<file path="config.mk">
export PLATFORM = sky130hd
export DESIGN_NAME = erratum_access_seq
export DESIGN_NICKNAME = d
export VERILOG_FILES = /design/src/rtl/erq_pkg.sv /design/src/rtl/erq_plan.sv /design/src/rtl/erq_ctrl.sv /design/src/rtl/erq_rdcap.sv /design/src/rtl/erratum_access_seq.sv
export SDC_FILE = /design/constraint.sdc
export NUM_CORES = 1
export LEC_CHECK = 0
export ABC_AREA = 1
export BUFFER_PORTS_ARGS = -buffer_cell sky130_fd_sc_hd__buf_4
export CORE_MARGIN = 2
export CORE_UTILIZATION = 47
export DETAILED_ROUTE_END_ITERATION = 7
export PLACE_DENSITY = 0.88
export SKIP_LAST_GASP = 1
export SYNTH_ARGS = -nofsm -noshare
export SYNTH_HDL_FRONTEND = slang
export SYNTH_SLANG_ARGS = --single-unit
</file>
<file path="constraint.sdc">
create_clock -name clk -period 1.9 [get_ports clk]
set_clock_uncertainty 0.05 [all_clocks]
set_input_delay 0.19 -clock clk [delete_from_list [all_inputs] [get_ports clk]]
set_output_delay 0.19 -clock clk [all_outputs]
set_load 0.05 [all_outputs]
</file>
<file path="src/rtl/erq_pkg.sv">
// Shared definitions for the errata access sequencer.
// Assumes offsets fit in 32 bits before being cast to the bus width.
package erq_pkg;
    typedef enum logic [2:0] {
        S_IDLE = 3'd0,
        S_PRE  = 3'd1,
        S_REAL = 3'd2,
        S_MID  = 3'd3,
        S_FIN  = 3'd4
    } step_e;

    localparam logic [31:0] WAR_LIMIT   = 32'h0004_5000;
    localparam logic [31:0] PRE_A_ADDR  = 32'h0000_00C0;
    localparam logic [31:0] PRE_B_ADDR  = 32'h0000_0028;
    localparam logic [31:0] PRE_C_ADDR  = 32'h0000_0158;
    localparam logic [31:0] MID_TARGET  = 32'h0000_0100;
    localparam logic [31:0] MID_ADDR    = 32'h0000_0038;
    localparam logic [31:0] FIN_ADDR    = 32'h0000_B050;
endpackage

</file>
<file path="src/rtl/erq_plan.sv">
// Decodes a target offset into the dummy-access plan: whether the
// workaround applies, which pre-access dummy offset to use and whether
// the extra post-access dummy is needed. Purely combinational.
module erq_plan
    import erq_pkg::*;
#(
    parameter int ADDR_W = 27
) (
    input  logic              en,
    input  logic [ADDR_W-1:0] addr,
    output logic              qual,
    output logic [ADDR_W-1:0] pre_addr,
    output logic              mid_need
);
    localparam logic [ADDR_W-1:0] LIMIT = ADDR_W'(WAR_LIMIT);

    // Workaround qualification and post-dummy need.
    always_comb begin
        qual     = en && (addr < LIMIT);
        mid_need = (addr == ADDR_W'(MID_TARGET));
    end

    // Pre-access dummy offset selection by target offset.
    always_comb begin
        if (addr == '0 || addr == ADDR_W'(32'h80))
            pre_addr = ADDR_W'(PRE_A_ADDR);
        else if (addr == ADDR_W'(32'h148) || addr == ADDR_W'(32'h200))
            pre_addr = ADDR_W'(PRE_B_ADDR);
        else
            pre_addr = ADDR_W'(PRE_C_ADDR);
    end
endmodule

</file>
<file path="src/rtl/erq_ctrl.sv">
// Step sequencer: accepts one request, walks the steps pre-dummy, real,
// optional mid-dummy and final dummy on a single-outstanding bus, and
// pulses done after the last acknowledge. Assumes the bus acknowledges
// only while dn_req is high.
module erq_ctrl
    import erq_pkg::*;
#(
    parameter int ADDR_W = 27,
    parameter int DATA_W = 64
) (
    input  logic              clk,
    input  logic              rst_n,
    input  logic              req_valid,
    input  logic              req_write,
    input  logic [ADDR_W-1:0] req_addr,
    input  logic [DATA_W-1:0] req_wdata,
    input  logic              plan_qual,
    input  logic [ADDR_W-1:0] plan_pre,
    input  logic              plan_mid,
    output logic              req_ready,
    output logic              done,
    output logic              dn_req,
    output logic              dn_write,
    output logic [ADDR_W-1:0] dn_addr,
    output logic [DATA_W-1:0] dn_wdata,
    input  logic              dn_ack,
    output logic              cap_en
);
    step_e             st;
    logic              wr_q;
    logic              qual_q;
    logic              mid_q;
    logic [ADDR_W-1:0] addr_q;
    logic [ADDR_W-1:0] pre_q;
    logic [DATA_W-1:0] wdata_q;

    // Step register, request latch and done pulse.
    always_ff @(posedge clk) begin
        if (!rst_n) begin
            st      <= S_IDLE;
            done    <= 1'b0;
            wr_q    <= 1'b0;
            qual_q  <= 1'b0;
            mid_q   <= 1'b0;
            addr_q  <= '0;
            pre_q   <= '0;
            wdata_q <= '0;
        end else begin
            done <= 1'b0;
            case (st)
                S_IDLE: if (req_valid) begin
                    wr_q    <= req_write;
                    addr_q  <= req_addr;
                    wdata_q <= req_wdata;
                    qual_q  <= plan_qual;
                    mid_q   <= plan_mid;
                    pre_q   <= plan_pre;
                    st      <= plan_qual ? S_PRE : S_REAL;
                end
                S_PRE: if (dn_ack) st <= S_REAL;
                S_REAL: if (dn_ack) begin
                    if (!qual_q) begin
                        st   <= S_IDLE;
                        done <= 1'b1;
                    end else begin
                        st <= mid_q ? S_MID : S_FIN;
                    end
                end
                S_MID: if (dn_ack) st <= S_FIN;
                S_FIN: if (dn_ack) begin
                    st   <= S_IDLE;
                    done <= 1'b1;
                end
                default: st <= S_IDLE;
            endcase
        end
    end

    // Downstream drive for the current step; dummies are plain reads.
    always_comb begin
        req_ready = (st == S_IDLE);
        dn_req    = (st != S_IDLE);
        dn_write  = (st == S_REAL) && wr_q;
        dn_wdata  = ((st == S_REAL) && wr_q) ? wdata_q : '0;
        case (st)
            S_PRE:   dn_addr = pre_q;
            S_MID:   dn_addr = ADDR_W'(MID_ADDR);
            S_FIN:   dn_addr = ADDR_W'(FIN_ADDR);
            default: dn_addr = addr_q;
        endcase
        cap_en = (st == S_REAL) && dn_ack && !wr_q;
    end

    // an access is held steady until acknowledged.
    assert_hold_until_ack_R7: assert property (@(posedge clk) disable iff (!rst_n)
        (dn_req && !dn_ack) |=> (dn_req && $stable(dn_addr) && $stable(dn_write)));

    // done lasts one cycle.
    assert_done_pulse_R8: assert property (@(posedge clk) disable iff (!rst_n)
        done |=> !done);

    // an unqualified request ends at its real access.
    assert_single_access_R1: assert property (@(posedge clk) disable iff (!rst_n)
        (st == S_REAL && dn_ack && !qual_q) |=> (!dn_req && done));

    // after the pre-dummy acknowledge the real target follows.
    assert_pre_then_real_R7: assert property (@(posedge clk) disable iff (!rst_n)
        (st == S_PRE && dn_ack) |=> (dn_addr == addr_q));
endmodule

</file>
<file path="src/rtl/erq_rdcap.sv">
// Read data holding register: loads the downstream data only when the
// real read is acknowledged. Assumes cap_en is a single-cycle strobe.
module erq_rdcap #(
    parameter int DATA_W = 64
) (
    input  logic              clk,
    input  logic              rst_n,
    input  logic              cap_en,
    input  logic [DATA_W-1:0] din,
    output logic [DATA_W-1:0] rdata
);
    // Capture real read data.
    always_ff @(posedge clk) begin
        if (!rst_n)      rdata <= '0;
        else if (cap_en) rdata <= din;
    end
endmodule

</file>
<file path="src/rtl/erratum_access_seq.sv">
// Top of the errata access sequencer: plan decode of the incoming request,
// step sequencer on the downstream bus and the read data register.
// Assumes errata_en is sampled together with an accepted request.
module erratum_access_seq
    import erq_pkg::*;
#(
    parameter int ADDR_W = 27,
    parameter int DATA_W = 64
) (
    input  logic              clk,
    input  logic              rst_n,
    input  logic              errata_en,
    input  logic              req_valid,
    input  logic              req_write,
    input  logic [ADDR_W-1:0] req_addr,
    input  logic [DATA_W-1:0] req_wdata,
    output logic              req_ready,
    output logic              done,
    output logic [DATA_W-1:0] rdata,
    output logic              dn_req,
    output logic              dn_write,
    output logic [ADDR_W-1:0] dn_addr,
    output logic [DATA_W-1:0] dn_wdata,
    input  logic              dn_ack,
    input  logic [DATA_W-1:0] dn_rdata
);
    logic              plan_qual;
    logic              plan_mid;
    logic [ADDR_W-1:0] plan_pre;
    logic              cap_en;

    erq_plan #(.ADDR_W(ADDR_W)) u_plan (
        .en       (errata_en),
        .addr     (req_addr),
        .qual     (plan_qual),
        .pre_addr (plan_pre),
        .mid_need (plan_mid)
    );

    erq_ctrl #(.ADDR_W(ADDR_W), .DATA_W(DATA_W)) u_ctrl (
        .clk       (clk),
        .rst_n     (rst_n),
        .req_valid (req_valid),
        .req_write (req_write),
        .req_addr  (req_addr),
        .req_wdata (req_wdata),
        .plan_qual (plan_qual),
        .plan_pre  (plan_pre),
        .plan_mid  (plan_mid),
        .req_ready (req_ready),
        .done      (done),
        .dn_req    (dn_req),
        .dn_write  (dn_write),
        .dn_addr   (dn_addr),
        .dn_wdata  (dn_wdata),
        .dn_ack    (dn_ack),
        .cap_en    (cap_en)
    );

    erq_rdcap #(.DATA_W(DATA_W)) u_rdcap (
        .clk    (clk),
        .rst_n  (rst_n),
        .cap_en (cap_en),
        .din    (dn_rdata),
        .rdata  (rdata)
    );

    // when done is high the block is idle and ready.
    assert_done_idle_R8: assert property (@(posedge clk) disable iff (!rst_n)
        done |-> (req_ready && !dn_req));

    // rdata only moves right after a real read acknowledge.
    assert_rdata_real_only_R6: assert property (@(posedge clk) disable iff (!rst_n)
        !$stable(rdata) |-> $past(cap_en));
endmodule

</file>
Yosys cells after proc, flatten, opt, wreduce, memory -nomap -nowiden. Cells that the tools add are included.

Word-level logic and storage cells: 52. Bits of input ports: 161. Output and inout bits: 159. ROM bits: 0. Bits in latches: 0. Memories kept: 0. Bits in registers: 189. RAM bits: 0.

Mux-type cells: 17. Reduce and logical (&&, ||, !) cells: 12. Multiply operators: 0. Shifts and indexed selects: 0. Divide/modulo/power cells: 0. Add/subtract/negate cells: 0. Bitwise operators: 0. Eq/ne operators: 13. Order comparisons: 1.

Operators by type and width (count): one-hot mux 27 bit (3 select lines) (1); 2-to-1 mux 64 bit (1); equality test 27 x 9 -> 1 bit, second input constant (2); equality test 27 x 10 -> 1 bit, second input constant (1); equality test 27 x 8 -> 1 bit, second input constant (1); logical NOT 27 bit (1); < comparator 27 x 19 -> 1 bit, second input constant (1); 2-to-1 mux 27 bit (1); 2-to-1 mux 3 bit (7); one-hot mux 3 bit (5 select lines) (1); != test 2 bit, second input constant (5); 2-to-1 mux 9 bit (1); equality test 3 x 2 -> 1 bit, second input constant (2); AND reduction 5 bit (1); logical AND 1 bit (4); equality test 3 x 1 -> 1 bit, second input constant (1); equality test 3 bit, second input constant (1); logical NOT 3 bit (1); 2-to-1 mux 1 bit (3); nonzero test 3 bit (1); logical OR 1 bit (2); 2-to-1 mux 2 bit (1); one-hot mux 1 bit (2 select lines) (1); AND reduction 2 bit (1); logical NOT 1 bit (1).

Longest topological paths before layout. Gate-level depths: netlist (run 1).

Depth after elaboration: 5. Mapped depth: 10. Gate-level depth less buffers: 10.

Hierarchy. From an unflattened synthesis (run 1), not the netlist that was laid out.

Cells, all modules: 1166. Area, all modules: 8279.2 sq um.

Modules (own cells, without submodules): erq_ctrl (instances 1, area an instance 5190.0 sq um, cells an instance 684); erq_rdcap (instances 1, area an instance 2670.1 sq um, cells an instance 405); erq_plan (instances 1, area an instance 419.2 sq um, cells an instance 77).

Least setup slack after synthesis (run 1). OpenSTA, ideal clock, no wires.

Path kind: reg2out. Start: register u_ctrl.st[1]. End: output dn_wdata[0]. Buffers on the path: 1. Arrival time: 2.126 ns. Cell stages (with the launch flop): 8. Slack: -0.466 ns. Required time: 1.660 ns. Path through: dfxtp_1 nand2_2 nor2_4 inv_1 nor2_2 inv_2 buf_2 nor2_1.

Word-level cells in the longest chain between the ends: 3.

Ends and longest elaborated chain: start: declaration (line erq_ctrl.sv:29) `step_e st;`; start signal: assignment (line erq_ctrl.sv:58) `st <= plan_qual ? S_PRE : S_REAL;`; start signal: assignment (line erq_ctrl.sv:66) `st <= mid_q ? S_MID : S_FIN;`; equality test 3 x 2 -> 1 bit; logical AND 1 bit; via dn_write (line erratum_access_seq.sv:21) `output logic dn_write,`; 2-to-1 mux 64 bit (line erq_ctrl.sv:84) `dn_wdata = ((st == S_REAL) && wr_q) ? wdata_q : '0;`; end: declaration (line erratum_access_seq.sv:23) `output logic [DATA_W-1:0] dn_wdata,`.

The timed path passes the listed nets, and every way through them passes these cells.

Final worst setup path (run 1).
Start: register u_ctrl.st[0]. End: register u_ctrl.wdata_q[53].

Word-level cells in the longest chain between the ends: 2.

Ends and longest elaborated chain: logical NOT 3 bit (line erq_ctrl.sv:50) `case (st)`; AND reduction 2 bit (no source line); end signal: assignment (line erq_ctrl.sv:54) `wdata_q <= req_wdata;`; end: declaration (line erq_ctrl.sv:35) `logic [DATA_W-1:0] wdata_q;`.

No other way between the ends. A chain may end at the register's enable or synchronous reset.

==> reports/results.tsv, run 1 <==
metric	value	unit
Internal	0.00667	W
largest family of logic cells by synthesized area	compound AO/OA/AOI/OAI gates	
H-tree Lvls	4	
FF/Latch Area	0.00335	mm²
Sw Share	33.6	%
Comb pwr share	26.9	%
XOR/XNOR Fraction of Synth Area	0	%
Cell Area, Synth	0.00683	mm²
first-pass GRT wire length	42.8	mm
Top FF cell, synth	dfxtp_1	
drt total wl	30.5	mm
CTS tree	yes	
share of cells above drive strength 1	38.2	%
post-synthesis sequential area ratio	48.9	%
critical path data required time	2130	ps
Synth Area in Simple Gates	17.8	%
total power draw	0.0100	W
Post-Synthesis Net Count	1094	
Buffers on Ports	319	
Critical Path Start Type	register	
Mean Syn Cell Area	7.32	µm²
DR WL/cell	20.1	µm
Final nets	1486	
Slew HR	61.0	%
DRC errors left	0	
fmax	0.479	GHz
chip width	125	µm
initial antenna violation count	0	
Final period util	110	%
#FFs+latches synth	167	
Multi-input gate area	0.00332	mm²
R2R Setup Slk	-190	ps
gpl congestion	0.909	
Synth Warn #	0	
Crit Reg-Reg Startpoint	u_ctrl.st[0]	
max_cap viols	0	
maximum vdd drop	0.000597	V
IO Pins	320	
Clock Path Buffers	2	
Tmin final	2090	ps
hold path depth	3	
std cell rows	44	
Worst-Margin Slew	585	ps
CTS Buf Count	17	
worst setup margin	-187	ps
router iterations before antenna repair	6	
end of the worst hold path	u_ctrl.wdata_q[15]	
vias in the first global route	8305	
largest net degree at the start of global routing	92	
Sink Count	167	
CP Data Arrival Time	2310	ps
Die Area	0.0155	mm²
most common cell after layout, fill and taps aside	buf_4	
max-slew violation total from the final report	0	
detailed placement HPWL	15.6	mm
failing checks	setup timing	
post-route setup TNS	-11420	ps
Avg Vias per Cell	5.62	
Pwr Density	835	mW/mm²
RSZ-0062 raised after global routing	true	
Clock power frac	33.7	%
vias after detailed routing	8560	
Yosys cell types	31	
Worst-path clk slew	70	ps
HP Class	input pin to register	
Async SR Flop Fraction	0	%
Mapped Cells	933	
Chip Height	125	µm
Core Box Area	0.0144	mm²
initial core utilization	47.6	%
status	finished with violations	
grt ovf	0	
Post-synth EDFFs	0	
clock latency on the worst-skew pair	420	ps
r2r endpoint	u_ctrl.wdata_q[53]	
antenna viol nets, final	0	
Min-Delay Startpoint	req_wdata[15]	
post-synthesis compound-gate area fraction	20.7	%
post-synthesis mux area share	0	%
sw power	0.00337	W
CP Max Fanout	91	
adder-cell share of the synthesized area	0	%
Critical Path End Type	register	
Crit Path Class	register to register	
Layout fillers	688	
area added between synthesis and finish	76.0	%
FF-to-FF path depth	8	
clock tree root buffer cell	clkbuf_16	
most frequent cells in the layout	buf_4 (249), dfxtp_1 (164), nor2_1 (159), o21ai_0 (152), inv_1 (112)	
static leakage	5.20	nW
final hold viol count	0	
# diodes	0	
gr usage total	34.7	%
final setup fails	118	
DRT iter0 DRCs	901	
Seq pwr share	39.4	%
[per-layer routing]
metal / up-vias / GRT usage, % / part of all wire, %
li1: 3739 / - / -
met1: 3968 / 36.0 / 33
met2: 631 / 61.6 / 51
met3: 222 / 7.95 / 7.9
met4: 0 / 24.5 / 8.2
met5: - / 0 / 0
[registers in the layout, summed over array words and instances (netlist names)]
signal and cells:
u_ctrl.wdata_q 64, u_rdcap.rdata 64, u_ctrl.addr_q 27, u_ctrl.pre_q 5, u_ctrl.st 3, u_ctrl.done 1
u_ctrl.mid_q 1, u_ctrl.qual_q 1, u_ctrl.wr_q 1
[synthesized netlist by cell type (2+ instances only)]
cell type | number | area share [%]
nor2_1 | 244 | 13
dfxtp_1 | 167 | 49
o21ai_0 | 159 | 12
inv_1 | 115 | 6.3
a21oi_1 | 100 | 7.3
nand2_1 | 49 | 2.7
clkbuf_1 | 25 | 1.4
o21ai_1 | 11 | 0.81
buf_2 | 9 | 0.66
buf_6 | 9 | 1.5
buf_4 | 7 | 0.77
clkbuf_8 | 7 | 1.4
nand3_1 | 5 | 0.37
inv_2 | 4 | 0.22
a211oi_1 | 2 | 0.22
nand4_1 | 2 | 0.18
nor2_2 | 2 | 0.18
nor2_4 | 2 | 0.33
nor3_1 | 2 | 0.15
[power groups by stage]
stage	Sequential [W]	Combinational, W	Clock (W)
finish	0.00395	0.00271	0.00338
global route	0.00397	0.00283	0.00357
floorplan	0.00432	0.00117	0
CTS	0.00392	0.00249	0.00335
global placement	0.00397	0.00219	0
detailed placement	0.00399	0.00223	0
[critical path, cell delays in order, from the launching register on]
cell,delay [ps]
dfxtp_4,370
nor2_4,160
inv_4,70
buf_4,140
nor2_4,180
nand2_4,210
buf_12,270
o21ai_0,310
a21oi_1,130
[what timing repair did]
action,CTS,global route
hold endpoints to repair,68,1
endpoints found under the setup margin,91,92
gates cloned,3,1
hold buffers,68,1
setup buffers,9,7
resized for setup,138,66
pin swaps,4,15
[stage by stage]
step / hold slack (ps) / setup slack (ps) / instance area (µm²) / util, % / instances
after global placement: 373 / 137 / 9810 / 68.3 / 1403
after global routing: -0.102 / -234 / 12000 / 83.7 / 1522
after CTS: 0.416 / -113 / 11700 / 81.3 / 1515
after detailed placement: 381 / 92.3 / 9810 / 68.3 / 1403
final: 7.94 / -187 / 12000 / 83.7 / 1522
after floorplan: 285 / -235 / 7320 / - / 933
[kinds of logic after synthesis]
family	count (synthesis)
buf+inv	179
flops	167
compound gates	277
simple gates	310
[how the worst max path moves through the flow]
stage / start / end / slack (ps) / cells after the start
final: u_ctrl.st[0] / u_ctrl.wdata_q[53] / -190 / 8
after global routing: u_ctrl.st[0] / u_ctrl.wdata_q[53] / -230 / 8
after CTS: u_ctrl.st[2] / dn_wdata[33] / -110 / 10
after detailed placement: u_ctrl.st[2] / dn_wdata[4] / 90 / 9
after global placement: u_ctrl.st[2] / dn_wdata[4] / 140 / 9
after floorplan: u_ctrl.st[1] / dn_addr[3] / -230 / 6
[layout make-up]
class	instances	share of cell area, %
timing repair inverter	1	0.0728
tap	184	1.91
clock buffer	19	3.77
clock inverter	13	0.978
sequential	167	27.9
inverter	121	3.99
timing repair buffer	430	33.8
multi-input combinational	587	27.6
(Power assumes the default switching activity.)
==> run 2, diff against run 1 <==
Settings changed: CTS_CLUSTER_DIAMETER set to 200, CTS_CLUSTER_SIZE set to 28, TNS_END_PERCENT set to 5.
==> reports/results.tsv, run 2 (synthesis results as in run 1) <==
metric	value	unit
Clock Path Buffers	2	
H-tree Lvls	4	
Critical Path End Type	primary output	
RSZ-0062 raised after global routing	true	
Sink Count	167	
Final nets	1491	
max_cap viols	0	
Worst-Margin Slew	561	ps
CTS tree	yes	
detailed placement HPWL	14.9	mm
router iterations before antenna repair	5	
share of cells above drive strength 1	34.8	%
Slew HR	62.6	%
Avg Vias per Cell	5.23	
CTS Buf Count	17	
Tmin final	2130	ps
final setup fails	91	
placed cell count	1394	
std cell rows	44	
Critical Path Start Type	register	
most frequent cells in the layout	buf_4 (289), nor2_1 (179), dfxtp_1 (164), o21ai_0 (156), inv_1 (112)	
grt ovf	0	
HP Class	input pin to register	
slowest CP cell	dfxtp_2	
Internal	0.00675	W
utilization of the core after routing	79.7	%
maximum vdd drop	0.000613	V
gpl congestion	0.954	
vias after detailed routing	7990	
initial antenna violation count	1	
worst setup margin	-229	ps
clock tree root buffer cell	clkbuf_16	
sw power	0.00314	W
IO Pins	320	
largest net degree at the start of global routing	154	
fmax	0.470	GHz
Buffers on Ports	319	
most common cell after layout, fill and taps aside	buf_4	
Die Area	0.0155	mm²
Layout fillers	826	
critical path data required time	1660	ps
vias in the first global route	8042	
Buf+Inv Stages, Crit Path	6	
static leakage	5.10	nW
clock latency on the worst-skew pair	420	ps
CP Data Arrival Time	1890	ps
Crit Path Class	register to primary output	
slowest stage delay, CP	320	ps
chip width	125	µm
first-pass GRT wire length	40.8	mm
antenna viol nets, final	0	
leading registers by flop count	u_ctrl.wdata_q (64), u_rdcap.rdata (64), u_ctrl.addr_q (27)	
final hold viol count	0	
Seq pwr share	39.7	%
area added between synthesis and finish	67.5	%
initial core utilization	47.6	%
Final period util	112	%
CP delay by family, top	buffers and inverters	
Worst-path clk slew	60	ps
Non-Filler Instances	1528	
crit path cell chain	inv_2 > nand2_4 > nor2_4 > inv_2 > nor2_4 > clkinv_4 > buf_12 > buf_16 > nor2_2 > buf_6	
DRT iter0 DRCs	732	
Core Box Area	0.0144	mm²
Pwr Density	864	mW/mm²
max-slew violation total from the final report	0	
failing checks	setup timing	
Clock power frac	35.3	%
Sw Share	31.8	%
CP Max Fanout	8	
DR WL/cell	17.5	µm
Comb pwr share	25.0	%
Chip Height	125	µm
DRC errors left	0	
status	finished with violations	
gr usage total	32.8	%
drt total wl	26.8	mm
-- run 2: worst paths after layout --
check | start | end | slack [ps] | cells after the start
min reg2reg | u_ctrl.addr_q[12] | u_ctrl.addr_q[12] | 400 | 2
max reg2reg | u_ctrl.st[2] | u_ctrl.wdata_q[24] | 100 | 7
max | u_ctrl.st[2] | dn_wdata[7] | -230 | 10
min | dn_rdata[35] | u_rdcap.rdata[35] | 10 | 3
-- run 2: final cells by class --
cell class	count	area [µm²]	area share [%]
multi-input combinational	587	2910	25.4
tap	184	230	2.01
clock buffer	21	470	4.11
clock inverter	10	120	1.05
inverter	121	462	4.03
antenna	2	5.00	0.0437
timing repair buffer	436	3900	34.0
sequential	167	3350	29.3
-- run 2: power by group through the flow --
stage          registers [W]  logic, W  clock network [W]
6_report             0.00393   0.00247            0.00349
5_1_grt              0.00395   0.00262            0.00369
4_1_cts              0.00391   0.00237            0.00347
3_5_place_dp         0.00399   0.00213                  0
3_3_place_gp         0.00398   0.00209                  0
2_1_floorplan        0.00432   0.00110                  0
-- run 2: what timing repair did --
item	in CTS	in global routing
pin swaps	4	3
resized for setup	74	15
endpoints found under the hold margin	85	0
hold buffers	85	0
gates cloned	5	2
setup endpoints to repair	91	91
buffers inserted	8	2
-- run 2: stage by stage --
stage	worst slack [ps]	power [W]	hold WS, ps	TNS, ps	area (µm²)
after floorplan	-235	0.00541	285	-7770	7010
after global placement	243	0.00607	373	0	9430
after detailed placement	179	0.00612	384	0	9430
after CTS	-225	0.00975	0.168	-13450	11300
after global routing	-291	0.0103	0.684	-18610	11400
final	-229	0.00989	12.6	-11840	11400
-- run 2: worst min-delay path, stage by stage --
cell,delay (ps)
buf_4,80
o21ai_0,90
nor2_1,90
-- run 2: routing by layer --
metal / GRT usage (%) / wire, µm / part of all wire, %
met5: 0 / 0 / 0
met4: 18.4 / 1540 / 5.7
met3: 8.38 / 2040 / 7.6
met2: 59.0 / 13600 / 51
met1: 34.7 / 9580 / 36
==> run 3, diff against run 2 <==
Settings changed: GPL_TIMING_DRIVEN set to 0.
==> reports/results.tsv, run 3 (synthesis results as in run 1) <==
metric	value	unit
final setup fails	151	
H-tree Lvls	4	
IO Pins	320	
Sink Count	167	
maximum vdd drop	0.000640	V
max-slew violation total from the final report	0	
antenna viol nets, final	0	
share of cells above drive strength 1	35.7	%
Slew HR	62.1	%
worst setup margin	-274	ps
drt total wl	29.7	mm
Avg Vias per Cell	5.40	
final hold viol count	1	
DR WL/cell	18.7	µm
clock latency on the worst-skew pair	440	ps
std cell rows	44	
Worst-path clk slew	70	ps
Core Box Area	0.0144	mm²
gr usage total	36.8	%
gpl congestion	0.970	
leading registers by flop count	u_ctrl.wdata_q (64), u_rdcap.rdata (64), u_ctrl.addr_q (27)	
Worst-Margin Slew	569	ps
vias in the first global route	8649	
placed cell count	1435	
Chip Height	125	µm
CTS tree	yes	
first-pass GRT wire length	45.3	mm
r2r endpoint	u_rdcap.rdata[59]	
R2R Setup Slk	-230	ps
static leakage	5.31	nW
chip width	125	µm
max_cap viols	0	
Buffers on Ports	318	
CTS Buf Count	17	
RSZ-0062 raised after global routing	true	
status	finished with violations	
initial core utilization	47.6	%
Clock Path Buffers	2	
Crit Path Class	register to primary output	
most frequent cells in the layout	buf_4 (301), nor2_1 (177), dfxtp_1 (164), o21ai_0 (151), inv_1 (111)	
router iterations before antenna repair	5	
total power draw	0.0102	W
CP Data Arrival Time	1930	ps
# diodes	0	
CP Launch Point	u_ctrl.st[1]	
initial antenna violation count	0	
Crit Reg-Reg Startpoint	u_ctrl.st[2]	
Final nets	1552	
clock tree root buffer cell	clkbuf_16	
worst setup path end	dn_addr[6]	
Tmin final	2170	ps
CP Max Fanout	5	
detailed placement HPWL	17.2	mm
Critical Path Start Type	register	
DRT iter0 DRCs	736	
Non-Filler Instances	1588	
final hold slack	-1.29	ps
vias after detailed routing	8569	
HP Class	input pin to register	
DRC errors left	0	
most common cell after layout, fill and taps aside	buf_4	
Critical Path End Type	primary output	
critical path data required time	1660	ps
grt ovf	0	
fmax	0.460	GHz
Die Area	0.0155	mm²
Layout fillers	759	
FF-to-FF path depth	14	
Pwr Density	859	mW/mm²
largest net degree at the start of global routing	17	
area added between synthesis and finish	74.1	%
failing checks	hold timing, setup timing	
Final period util	114	%
[run 3: worst min path at each step]
| stage | start | endpoint | slack [ps] | cells after the start |
|---|---|---|---|---|
| finish | req_wdata[55] | u_ctrl.wdata_q[55] | -1 | 3 |
| floorplan | dn_rdata[51] | u_rdcap.rdata[51] | 290 | 2 |
| global route | req_wdata[4] | u_ctrl.wdata_q[4] | 9 | 3 |
| detailed placement | dn_rdata[25] | u_rdcap.rdata[25] | 380 | 3 |
| CTS | req_wdata[54] | u_ctrl.wdata_q[54] | 0.9 | 3 |
| global placement | dn_rdata[27] | u_rdcap.rdata[27] | 370 | 3 |
[run 3: timing repair]
item                                    in CTS  in global routing
buffers inserted                            16                  6
hold endpoints to repair                    95                  0
cloned                                       4                  1
pin swaps                                    5                  5
endpoints found under the setup margin      91                154
hold buffers                                95                  0
resized for setup                          112                 20
[run 3: final cells by class]
class                           count  area [µm²]  share of cell area (%)
Tap cell                          184         230                    1.94
Sequential cell                   167        3350                    28.2
Timing Repair Buffer              438        3780                    31.8
Buffer                             58         507                    4.26
Clock buffer                       18         429                    3.61
Clock inverter                     14         174                    1.46
Timing Repair inverter              1        16.3                   0.137
Multi-Input combinational cell    587        2940                    24.7
Inverter                          121         472                    3.96
[run 3: critical path, cell delays in order (launching register included)]
cell and delay [ps]:
dfxtp_4 370, nor2_4 120, inv_2 70, nor2_4 190, inv_4 80, o21ai_4 100, nor2_2 60, a211oi_2 260
inv_1 90, buf_6 160
[run 3: through the flow]
step	area (µm²)	util, %	TNS (ps)	hold WS (ps)	worst slack [ps]
after floorplan	7010	-	-7770	285	-235
after global placement	9630	67.0	-169	374	-25.1
after detailed placement	9630	67.0	-480	382	-42.2
after CTS	11800	82.0	-12110	0.863	-164
after global routing	11900	82.8	-30520	8.55	-326
final	11900	82.8	-22760	-1.29	-274
[run 3: routing by layer]
metal	GRT usage (%)	vias up	part of all wire, %	routed length, µm
li1	-	3877	-	-
met1	39.6	3968	36	10600
met2	64.9	568	50	14700
met3	8.85	156	8.5	2530
met4	22.8	0	6.3	1870
met5	0	-	0	0
[run 3: power by group]
| group | leakage [nW] | switching (W) | internal (W) |
|---|---|---|---|
| clock | 0.283 | 0.00154 | 0.00208 |
| combinational | 3.65 | 0.00166 | 0.00100 |
| sequential | 1.38 | 0.000131 | 0.00380 |
